File: config.mk
export PLATFORM = sky130hd
export DESIGN_NAME = ir_rx_sampler
export DESIGN_NICKNAME = d
export VERILOG_FILES = /design/src/rtl/ir_rx_pkg.sv /design/src/rtl/ir_rx_sync.sv /design/src/rtl/ir_rx_timebase.sv /design/src/rtl/ir_rx_runlen.sv /design/src/rtl/ir_rx_sbuf.sv /design/src/rtl/ir_rx_sampler.sv
export SDC_FILE = /design/constraint.sdc
export NUM_CORES = 1
export LEC_CHECK = 0
export BUFFER_PORTS_ARGS = -buffer_cell sky130_fd_sc_hd__buf_4
export CAP_MARGIN = 5
export CORE_AREA = 2 2 104 106
export CTS_CLUSTER_SIZE = 40
export DETAILED_ROUTE_END_ITERATION = 10
export DIE_AREA = 0 0 106 108
export PLACE_DENSITY = 0.79
export SYNTH_ARGS = -nofsm -noshare
export SYNTH_HDL_FRONTEND = slang
export SYNTH_SLANG_ARGS = --single-unit
File: constraint.sdc
create_clock -name clk_i -period 3.33 [get_ports clk_i]
set_clock_uncertainty 0.1 [all_clocks]
set_input_delay 0.1665 -clock clk_i [delete_from_list [all_inputs] [get_ports clk_i]]
set_output_delay 0.1665 -clock clk_i [all_outputs]
set_load 0.02 [all_outputs]
File: src/rtl/ir_rx_pkg.sv
package ir_rx_pkg;
  localparam int SMP_W     = 8;
  localparam int LEN_W     = 7;
  localparam int BUF_DEPTH = 8;
  localparam int PTR_W     = $clog2(BUF_DEPTH);
  localparam int ADDR_W    = 4;

  localparam logic [LEN_W-1:0]  LEN_SAT     = 7'h7F;
  localparam logic [ADDR_W-1:0] ADDR_CTRL   = 4'h8;
  localparam logic [ADDR_W-1:0] ADDR_TIMING = 4'h9;
  localparam logic [ADDR_W-1:0] ADDR_STATUS = 4'hA;

  typedef struct packed {
    logic             space;
    logic [LEN_W-1:0] len;
  } smp_t;
endpackage

File: src/rtl/ir_rx_sync.sv
module ir_rx_sync #(
  parameter int STAGES = 2
) (
  input  logic clk_i,
  input  logic rst_ni,
  input  logic d_i,
  output logic q_o
);
  logic [STAGES-1:0] sr_q, sr_d;

  always_comb sr_d = {sr_q[STAGES-2:0], d_i};

  always_ff @(posedge clk_i or negedge rst_ni) begin
    if (!rst_ni) sr_q <= '0;
    else         sr_q <= sr_d;
  end

  assign q_o = sr_q[STAGES-1];
endmodule

File: src/rtl/ir_rx_timebase.sv
module ir_rx_timebase #(
  parameter int CLKS_PER_US = 125,
  parameter int LEN_W       = 7
) (
  input  logic             clk_i,
  input  logic             rst_ni,
  input  logic             en_i,
  input  logic             restart_i,
  input  logic [LEN_W-1:0] period_i,
  output logic             us_tick_o,
  output logic             smp_tick_o
);
  localparam int PRE_W = $clog2(CLKS_PER_US);
  localparam logic [PRE_W-1:0] PRE_LAST = PRE_W'(CLKS_PER_US - 1);

  logic [PRE_W-1:0] pre_q, pre_d;
  logic [LEN_W-1:0] per_q, per_d, per_last;
  logic             run;

  always_comb begin
    run       = en_i && !restart_i;
    per_last  = (period_i == '0) ? '0 : period_i - 1'b1;
    us_tick_o = run && (pre_q == PRE_LAST);
    smp_tick_o = us_tick_o && (per_q == per_last);
    if (!run)           pre_d = '0;
    else if (us_tick_o) pre_d = '0;
    else                pre_d = pre_q + 1'b1;
    if (!run)            per_d = '0;
    else if (smp_tick_o) per_d = '0;
    else if (us_tick_o)  per_d = per_q + 1'b1;
    else                 per_d = per_q;
  end

  always_ff @(posedge clk_i or negedge rst_ni) begin
    if (!rst_ni) begin
      pre_q <= '0;
      per_q <= '0;
    end else begin
      pre_q <= pre_d;
      per_q <= per_d;
    end
  end

  // a restart re-aligns the microsecond prescaler
  p_restart_align_r2: assert property (@(posedge clk_i) disable iff (!rst_ni)
    restart_i |=> (pre_q == '0));
  // sample ticks only fall on microsecond ticks
  p_tick_nest_r2: assert property (@(posedge clk_i) disable iff (!rst_ni)
    smp_tick_o |-> us_tick_o);
endmodule

File: src/rtl/ir_rx_runlen.sv
module ir_rx_runlen
  import ir_rx_pkg::*;
#(
  parameter int IDLE_US = 250000
) (
  input  logic clk_i,
  input  logic rst_ni,
  input  logic en_i,
  input  logic lvl_i,
  input  logic us_tick_i,
  input  logic smp_tick_i,
  output logic edge_o,
  output logic smp_vld_o,
  output smp_t smp_o
);
  localparam int IDLE_W = $clog2(IDLE_US + 1);
  localparam logic [IDLE_W-1:0] IDLE_LAST = IDLE_W'(IDLE_US - 1);

  logic              lvl_q, lvl_d;
  logic              idle_q, idle_d;
  logic [LEN_W-1:0]  cnt_q, cnt_d;
  logic [IDLE_W-1:0] gap_q, gap_d;
  logic              sat;

  always_comb begin
    edge_o = en_i && (lvl_i != lvl_q);
    sat    = en_i && !edge_o && smp_tick_i && (cnt_q == LEN_SAT - 1'b1);
    lvl_d  = en_i ? lvl_i : 1'b0;

    if (!en_i || edge_o || sat) cnt_d = '0;
    else if (smp_tick_i)        cnt_d = cnt_q + 1'b1;
    else                        cnt_d = cnt_q;

    if (!en_i)                                        idle_d = 1'b1;
    else if (edge_o)                                  idle_d = idle_q && !lvl_i;
    else if (us_tick_i && !lvl_q && gap_q == IDLE_LAST) idle_d = 1'b1;
    else                                              idle_d = idle_q;

    if (!en_i || edge_o)                  gap_d = '0;
    else if (us_tick_i && !lvl_q && !idle_q) gap_d = gap_q + 1'b1;
    else                                  gap_d = gap_q;

    smp_vld_o   = (edge_o || sat) && !idle_q;
    smp_o.space = !lvl_q;
    smp_o.len   = sat ? LEN_SAT : cnt_q;
  end

  always_ff @(posedge clk_i or negedge rst_ni) begin
    if (!rst_ni) begin
      lvl_q  <= 1'b0;
      idle_q <= 1'b1;
      cnt_q  <= '0;
      gap_q  <= '0;
    end else begin
      lvl_q  <= lvl_d;
      idle_q <= idle_d;
      cnt_q  <= cnt_d;
      gap_q  <= gap_d;
    end
  end

  // a level change starts the new run from zero
  p_edge_restarts_r1: assert property (@(posedge clk_i) disable iff (!rst_ni)
    edge_o |=> (cnt_q == '0));
  // once idle, a steady low line keeps the block idle
  p_idle_holds_r8: assert property (@(posedge clk_i) disable iff (!rst_ni)
    (idle_q && en_i && !lvl_i) |=> idle_q);
  // the run counter never reaches the saturation code itself
  p_cnt_below_sat_r3: assert property (@(posedge clk_i) disable iff (!rst_ni)
    smp_tick_i |=> (cnt_q != LEN_SAT));
endmodule

File: src/rtl/ir_rx_sbuf.sv
module ir_rx_sbuf
  import ir_rx_pkg::*;
(
  input  logic             clk_i,
  input  logic             rst_ni,
  input  logic             en_i,
  input  logic             wr_i,
  input  logic [SMP_W-1:0] data_i,
  input  logic [PTR_W-1:0] rd_addr_i,
  output logic [SMP_W-1:0] rd_data_o,
  output logic             half_o,
  output logic             fill_o
);
  logic [SMP_W-1:0] mem_q [BUF_DEPTH];
  logic [PTR_W-1:0] wptr_q, wptr_d;
  logic             half_q, half_d;
  logic             wr_ok;

  always_comb begin
    wr_ok  = en_i && wr_i;
    fill_o = wr_ok && (wptr_q[PTR_W-2:0] == '1);
    if (!en_i)      wptr_d = '0;
    else if (wr_ok) wptr_d = wptr_q + 1'b1;
    else            wptr_d = wptr_q;
    half_d = fill_o ? wptr_q[PTR_W-1] : half_q;
  end

  for (genvar g = 0; g < BUF_DEPTH; g++) begin : g_byte
    always_ff @(posedge clk_i or negedge rst_ni) begin
      if (!rst_ni)                               mem_q[g] <= '0;
      else if (wr_ok && wptr_q == PTR_W'(g))     mem_q[g] <= data_i;
    end
  end

  always_ff @(posedge clk_i or negedge rst_ni) begin
    if (!rst_ni) begin
      wptr_q <= '0;
      half_q <= 1'b0;
    end else begin
      wptr_q <= wptr_d;
      half_q <= half_d;
    end
  end

  assign rd_data_o = mem_q[rd_addr_i];
  assign half_o    = half_q;

  // each stored byte advances the write position by one
  p_ptr_advance_r4: assert property (@(posedge clk_i) disable iff (!rst_ni)
    wr_ok |=> (wptr_q == $past(wptr_q) + 1'b1));
  // disabling returns the write position to the first byte
  p_disable_ptr_r9: assert property (@(posedge clk_i) disable iff (!rst_ni)
    !en_i |=> (wptr_q == '0));
  // the stored byte is readable at its address
  p_byte_lands_r4: assert property (@(posedge clk_i) disable iff (!rst_ni)
    wr_ok |=> (mem_q[$past(wptr_q)] == $past(data_i)));
endmodule

File: src/rtl/ir_rx_sampler.sv
module ir_rx_sampler
  import ir_rx_pkg::*;
#(
  parameter int CLKS_PER_US = 125,
  parameter int IDLE_US     = 250000,
  parameter int SYNC_STAGES = 2
) (
  input  logic              clk_i,
  input  logic              rst_ni,
  input  logic              ir_i,
  input  logic [ADDR_W-1:0] bus_addr_i,
  input  logic              bus_we_i,
  input  logic [SMP_W-1:0]  bus_wdata_i,
  output logic [SMP_W-1:0]  bus_rdata_o,
  output logic              irq_o
);
  logic             ir_s;
  logic             en_q, en_d;
  logic [SMP_W-1:0] timing_q, timing_d;
  logic             irq_q, irq_d;
  logic             us_tick, smp_tick, edge_det, smp_vld;
  smp_t             smp;
  logic [SMP_W-1:0] buf_rdata;
  logic             half, fill;
  logic             irq_set, irq_ack, ovf_hit;

  ir_rx_sync #(.STAGES(SYNC_STAGES)) u_sync (
    .clk_i(clk_i), .rst_ni(rst_ni), .d_i(ir_i), .q_o(ir_s)
  );

  ir_rx_timebase #(.CLKS_PER_US(CLKS_PER_US), .LEN_W(LEN_W)) u_tb (
    .clk_i(clk_i), .rst_ni(rst_ni), .en_i(en_q), .restart_i(edge_det),
    .period_i(timing_q[LEN_W-1:0]), .us_tick_o(us_tick), .smp_tick_o(smp_tick)
  );

  ir_rx_runlen #(.IDLE_US(IDLE_US)) u_run (
    .clk_i(clk_i), .rst_ni(rst_ni), .en_i(en_q), .lvl_i(ir_s),
    .us_tick_i(us_tick), .smp_tick_i(smp_tick), .edge_o(edge_det),
    .smp_vld_o(smp_vld), .smp_o(smp)
  );

  ir_rx_sbuf u_buf (
    .clk_i(clk_i), .rst_ni(rst_ni), .en_i(en_q), .wr_i(smp_vld),
    .data_i(smp), .rd_addr_i(bus_addr_i[PTR_W-1:0]),
    .rd_data_o(buf_rdata), .half_o(half), .fill_o(fill)
  );

  always_comb begin
    en_d     = (bus_we_i && bus_addr_i == ADDR_CTRL)   ? bus_wdata_i[0] : en_q;
    timing_d = (bus_we_i && bus_addr_i == ADDR_TIMING) ? bus_wdata_i    : timing_q;
    ovf_hit  = smp_vld && (smp.len == LEN_SAT) && timing_q[SMP_W-1];
    irq_set  = fill || ovf_hit;
    irq_ack  = bus_we_i && (bus_addr_i == ADDR_STATUS) && bus_wdata_i[1];
    irq_d    = irq_set || (irq_q && !irq_ack);
  end

  always_comb begin
    if (!bus_addr_i[ADDR_W-1])           bus_rdata_o = buf_rdata;
    else if (bus_addr_i == ADDR_CTRL)    bus_rdata_o = {7'b0, en_q};
    else if (bus_addr_i == ADDR_TIMING)  bus_rdata_o = timing_q;
    else if (bus_addr_i == ADDR_STATUS)  bus_rdata_o = {6'b0, irq_q, half};
    else                                 bus_rdata_o = '0;
  end

  always_ff @(posedge clk_i or negedge rst_ni) begin
    if (!rst_ni) begin
      en_q     <= 1'b0;
      timing_q <= '0;
      irq_q    <= 1'b0;
    end else begin
      en_q     <= en_d;
      timing_q <= timing_d;
      irq_q    <= irq_d;
    end
  end

  assign irq_o = irq_q;

  // a completed half raises the interrupt
  p_fill_irq_r5: assert property (@(posedge clk_i) disable iff (!rst_ni)
    fill |=> irq_o);
  // a saturated byte with the option set raises the interrupt
  p_ovf_irq_r6: assert property (@(posedge clk_i) disable iff (!rst_ni)
    ovf_hit |=> irq_o);
  // an acknowledge with no new cause drops the interrupt
  p_ack_clears_r7: assert property (@(posedge clk_i) disable iff (!rst_ni)
    (irq_ack && !irq_set) |=> !irq_o);
  // nothing is stored while disabled
  p_no_store_disabled_r9: assert property (@(posedge clk_i) disable iff (!rst_ni)
    !en_q |-> !smp_vld);
endmodule

==> metrics.yaml, run 1 <==
outcome: "completed"
hp-class: "input port to flop"
synthTopCellsByArea: "dfrtp_1, mux2_1, mux4_2, mux2i_1, ha_1"
cp-startpoint: "timing_q[0]"
fillCellCount: 670
setup-violations-final: 0
fmax_ghz: 0.312
final_core_utilization: 0.720
num_vias: 4558
critPathLaunchType: "flop"
final_cells: 734
yosysTopAreaCellShare: 0.475
wl_microns: 14600
num_antenna_cells: 0
clkSinkCount: 121
yosysWarnings: 0
hold_violations: 0
reg2reg_from: "timing_q[0]"
cp_data_required_time_ns: 3.64
relSlewSlack: 0.381
tns_ns: 0
ys.flop_type: "dfrtp_1"
synthMostInstantiatedCell: "dfrtp_1"
worstPathArrival_ns: 3.51
critPathKind: "flop to flop"
tightest_slew_ns: 0.925
yosysSeqAreaShare: 0.479
cts.clk_slew.worst_paths_ns: 0.06
htree_levels: 4
layout-drive-gt1-share: 0.192
synth_cell_types: 64
viasPerCell: 6.21
grt_pass1_vias: 4675
cellPowerDensity_nw_per_um2: 527
antenna_found_initial: 0
clock-root-buffer: "clkbuf_8"
overflow: 0
row_count: 37
post_dp_cell_area_sq_um: 6640
grt_pass1_wl_microns: 23600
clock_latency_ns: 0.53
syn_nets: 574
grt_usage: 0.271
p_leak_uw: 0.00341
tritoncts: "built"
cts_buffers: 17
finalMaxSlewViolations: 0
nets: 614
cpMaxStageDelayCell: "dfrtp_2"
initial_core_util: 0.618
wl_per_cell_microns: 19.8
drtIter0Drc: 384
synth_area_sq_um: 6320
gp_congestion: 0.838
synthCells: 545
cap_violations: 0
synth_common_cells: "dfrtp_1, nor2_1, mux2_1"
core-area_sq_um: 10200
design_area_sq_um: 7360
worstPathCellList: "inv_1 -> ha_1 -> nor3b_4 -> nand2_1 -> a211o_1 -> a2111oi_4 -> buf_4 -> a31oi_2 -> nor2_4 -> mux2_1"
grt_max_degree: 67
io_buffers: 24
ant_nets: 0
clk_path_buf_depth: 2
die_h_microns: 108
drtPass1Iterations: 5
min_period_ns: 3.20
synth_edf_count: 0
area_growth_pct: 16.5
synthArstFlopShare: 1.00
dp_hpwl_microns: 9020
avgSynthCellArea_sq_um: 11.6
period_share: 0.961
drcViolationCount: 0
dieArea_sq_um: 11400
hold_start: "bus_we_i"
post-place-cells: 686
path_max_fanout: 7
yosys.area.top_type: "dfrtp_1"
irDropWorstVdd_mv: 0.324
whs_ns: 0.0677
max_stage_delay_ns: 0.46
ys_seq_elements: 121
ioPinCount: 25
die_w_microns: 106
end_kind: "flop"
[cell families (layout without fill, tap and decap cells)]
group / after synthesis / after routing / synth area share
fa+ha+maj: 13 / 13 / 0.0257
xor+xnor: 33 / 33 / 0.0479
mux: 86 / 86 / 0.184
flops: 121 / 121 / 0.479
compound gates: 70 / 71 / 0.0806
buf+inv: 56 / 108 / 0.0352
simple gates: 166 / 166 / 0.148
[layer usage]
metal / GRT usage / wire [microns] / share of wire / vias up
met2: 0.443 / 7230 / 0.50 / 173
li1: - / - / - / 2037
met3: 0.0729 / 965 / 0.066 / 38
met4: 0.123 / 376 / 0.026 / 0
met5: 0 / 0 / 0 / -
met1: 0.341 / 5980 / 0.41 / 2310
[cells in the final DEF, fill, tap and decap left out, types with 4 or more instances in the layout]
| cell | netlist | final |
|---|---|---|
| nor3_1 | 11 | 11 |
| ha_1 | 13 | 13 |
| dfrtp_1 | 120 | 119 |
| mux2i_1 | 21 | 21 |
| a32oi_1 | 6 | 6 |
| nand4_1 | 6 | 6 |
| a31oi_1 | 4 | 4 |
| o21ai_1 | 18 | 18 |
| clkinv_2 | 0 | 5 |
| xnor2_1 | 15 | 15 |
| dlygate4sd3_1 | 0 | 10 |
| o21ai_0 | 5 | 5 |
| inv_1 | 26 | 26 |
| mux4_2 | 16 | 16 |
| a21oi_1 | 10 | 10 |
| and2_1 | 8 | 8 |
| and3_1 | 5 | 5 |
| nor2_1 | 42 | 42 |
| o31ai_1 | 5 | 5 |
| clkbuf_16 | 0 | 16 |
| mux2_1 | 36 | 36 |
| a2bb2oi_1 | 10 | 10 |
| mux2_4 | 10 | 10 |
| nand3_1 | 18 | 18 |
| xor2_1 | 17 | 17 |
| or3_1 | 4 | 4 |
| nor2b_1 | 6 | 5 |
| nand2_1 | 35 | 35 |
| buf_4 | 0 | 38 |
| clkbuf_8 | 0 | 5 |
[repair_timing]
item	CTS	global route
hold buffers	10	0
gates resized for setup	0	2
setup endpoints to repair	0	40
buffers inserted	0	5
hold endpoints to repair	75	0
[report_power, final]
group	total (uW)	leakage (uW)	internal, uW	switching, uW
sequential	1610	0.00166	1530	78.1
clock	1760	0.000285	1140	627
combinational	501	0.00147	202	300
[state kept, by name, summed over array words and instances (netlist names)]
signal	flops
u_run.idle_q	1
u_tb.pre_q	7
u_buf.mem_q	64
u_buf.half_o	1
u_run.cnt_q	7
u_buf.wptr_q	3
timing_q	8
u_run.gap_q	18
u_sync.sr_q	2
u_run.lvl_q	1
en_q	1
u_tb.per_q	7
irq_o	1
[layout make-up]
type | count | area [sq um] | share of cell area
Clock buffer | 24 | 480 | 0.0653
Sequential cell | 121 | 3030 | 0.412
Tap cell | 136 | 170 | 0.0231
Multi-Input combinational cell | 369 | 3080 | 0.419
Clock inverter | 8 | 92.6 | 0.0126
Timing Repair Buffer | 49 | 405 | 0.0551
Inverter | 27 | 101 | 0.0138
[per-stage QoR]
stage,worst slack [ns],power [uW]
after global placement,0.263,2070
after detailed placement,0.175,2090
after CTS,0.106,3870
after global routing,-0.0147,4000
final,0.129,3880
after floorplan,0.526,1930
[critical path: cells and delay by family, from the launching register on]
kind	cells	cell delay, ns
mux	1	0.36
fa+ha+maj	1	0.17
flops	1	0.46
compound gates	3	0.96
simple gates	3	0.73
buf+inv	2	0.29
[final timing paths]
check                             endpoint  slack, ns  cells after the start
max reg2reg                u_buf.mem_q[27]       0.13                     10
min                                   en_q       0.07                      4
min reg2reg                 u_sync.sr_q[1]       0.25                      0
max in group asynchronous     u_run.idle_q       2.12                      3
min in group asynchronous    u_tb.per_q[4]       0.17                      2
max                        u_buf.mem_q[27]       0.13                     10
(Power assumes the default switching activity.)
==> run 2: changes to the inputs <==
--- a/config.mk
+++ b/config.mk
@@ -7,10 +7,10 @@
 export LEC_CHECK = 0
 export BUFFER_PORTS_ARGS = -buffer_cell sky130_fd_sc_hd__buf_4
 export CAP_MARGIN = 5
-export CORE_AREA = 2 2 104 106
+export CORE_AREA = 3 3 105 107
 export CTS_CLUSTER_SIZE = 40
 export DETAILED_ROUTE_END_ITERATION = 10
-export DIE_AREA = 0 0 106 108
+export DIE_AREA = 0 0 108 110
 export PLACE_DENSITY = 0.79
 export SYNTH_ARGS = -nofsm -noshare
 export SYNTH_HDL_FRONTEND = slang
==> run 2 against run 1 <==
  * Die area grew 3.8%
  * Clock power shrank 6%
  * Non-clock buffer count down 2
==> metrics.yaml, run 2 (synthesized netlist as in run 1, its figures left out) <==
num_antenna_cells: 0  # unchanged
io_buffers: 24  # unchanged
worstPathArrival_ns: 3.53  # +0.02 ns
tritoncts: "built"
largest_reg_flops: 64  # unchanged
tns_ns: 0  # unchanged
num_vias: 4394  # -3.6%
final_cells: 732  # -0.27%
setup-violations-final: 0  # unchanged
clkSinkCount: 121  # unchanged
combPwrFrac: 0.127  # -0.002
core-area_sq_um: 10200  # unchanged
nets: 612  # -0.33%
top_register: "u_buf.mem_q"
clk_path_buf_depth: 2  # unchanged
relSlewSlack: 0.386  # +0.00506
grt_pass1_vias: 4491  # -3.9%
wl_per_cell_microns: 19.3  # -2.6%
cts-resized-gates: 0  # unchanged
mostFrequentLayoutCell: "dfrtp_1"
p_int_uw: 2670  # -6.9%
cts.clk_slew.worst_paths_ns: 0.06  # about the same
grt_pass1_wl_microns: 22800  # -3.4%
overflow: 0  # unchanged
row_count: 37  # unchanged
finalMaxSlewViolations: 0  # unchanged
cts_buffers: 17  # unchanged
grt_max_degree: 66  # -1.5%
post-place-cells: 686  # unchanged
hold_violations: 0  # unchanged
area_growth_pct: 15.7
outcome: "completed"
drtIter0Drc: 265  # -31%
critPathLaunchType: "flop"
viasPerCell: 6.00  # -3.3%
post_dp_cell_area_sq_um: 6640  # unchanged
grt_usage: 0.255  # -0.0155
die_h_microns: 110  # +1.9%
path_max_fanout: 7  # unchanged
swShare: 0.285  # +0.0253
cp_data_required_time_ns: 3.63  # about the same
initial_core_util: 0.618  # unchanged
end_kind: "flop"
ioPinCount: 25  # unchanged
pwr-share-seq: 0.431  # +0.015
die_w_microns: 108  # +1.9%
switchingPower_uw: 1060  # +5.8%
total_power_uw: 3740  # -3.6%
drcViolationCount: 0  # unchanged
hp-class: "input port to flop"
dieArea_sq_um: 11900  # +3.8%
clock_latency_ns: 0.52  # about the same
clockPowerShare: 0.442  # -0.013
layout-drive-gt1-share: 0.191  # -0.00103
gp_congestion: 0.812  # -3.0%
antenna_found_initial: 0  # unchanged
wl_microns: 14100  # -2.9%
critPathKind: "flop to flop"
htree_levels: 4  # unchanged
dp_hpwl_microns: 9390  # +4.0%
largestRegisters: "u_buf.mem_q x64, u_run.gap_q x18, timing_q x8"
irDropWorstVdd_mv: 0.375  # +16%
clock-root-buffer: "clkbuf_8"
fillCellCount: 685  # +2.2%
period_share: 0.969  # +0.00777
ant_nets: 0  # unchanged
drtPass1Iterations: 5  # unchanged
p_leak_uw: 0.00337  # -1.2%
tightest_slew_ns: 0.917  # -0.00756 ns
fmax_ghz: 0.310  # -0.80%
cap_violations: 0  # unchanged
design_area_sq_um: 7310  # -0.66%
min_period_ns: 3.23  # +0.0259 ns
final_cell_mix: "dfrtp_1, nor2_1, mux2_1, buf_4, nand2_1"
cellPowerDensity_nw_per_um2: 511  # -2.9%
## run 2: cell count changes in the layout (fill, tap and decap cells not counted), moves of 2 or more
cell,previous run,this run
clkinvlp_4,1,5
inv_6,0,4
clkinv_4,0,3
clkinv_2,5,1
clkbuf_1,3,0
buf_4,38,36
clkbuf_8,5,2
bufinv_16,2,0
## run 2: metal layers
metal,vias up,share of wire,track usage
met5,-,0,0
met4,0,0.020,0.117
met3,30,0.045,0.0571
met2,111,0.51,0.428
met1,2211,0.43,0.318
li1,2042,-,-
## run 2: area by class of cell
type / instances / area, sq um / area share
clock inverter: 14 / 115 / 0.0157
sequential: 121 / 3030 / 0.414
timing repair buffer: 47 / 390 / 0.0534
clock buffer: 18 / 428 / 0.0585
inverter: 27 / 101 / 0.0139
multi-input combinational: 369 / 3080 / 0.421
tap: 136 / 170 / 0.0233
## run 2: stage by stage
step,setup slack [ns],util,hold WS (ns)
after floorplan,0.526,-,-0.229
after global placement,0.260,0.649,0.167
after detailed placement,0.143,0.649,0.167
after CTS,0.132,0.712,0.0353
after global routing,-0.0170,0.715,0.0713
final,0.103,0.715,0.0600
## run 2: path summary, 6_finish.rpt
path	start	end	slack, ns	cells after the start
worst min-delay path	bus_we_i	en_q	0.06	4
worst max register to register	timing_q[1]	u_buf.mem_q[22]	0.10	11
min in group asynchronous	rst_ni	u_tb.per_q[2]	0.15	2
worst min register to register	u_sync.sr_q[0]	u_sync.sr_q[1]	0.25	0
max in group asynchronous	rst_ni	u_buf.mem_q[7]	2.20	3
worst max-delay path	timing_q[1]	u_buf.mem_q[22]	0.10	11
## run 2: what timing repair did
action,4_1_cts,5_1_grt
setup buffers,0,3
hold buffers,10,0
endpoints found under the setup margin,0,20
hold endpoints to repair,65,0
## run 2: worst max-delay path, cell delays in order, from the launching register on
cell	delay [ns]
dfrtp_1	0.45
inv_1	0.09
ha_1	0.18
nor3b_4	0.28
nand2_1	0.15
a211o_1	0.32
a2111oi_4	0.36
buf_4	0.22
a31oi_4	0.18
buf_4	0.25
nor2_8	0.20
mux2_4	0.32
## run 2: power by group through the flow
stage	clock network, uW	logic [uW]	registers, uW
CTS	1670	456	1610
global route	1740	515	1620
finish	1650	473	1610
detailed placement	0	444	1640
global placement	0	433	1630
floorplan	0	329	1600
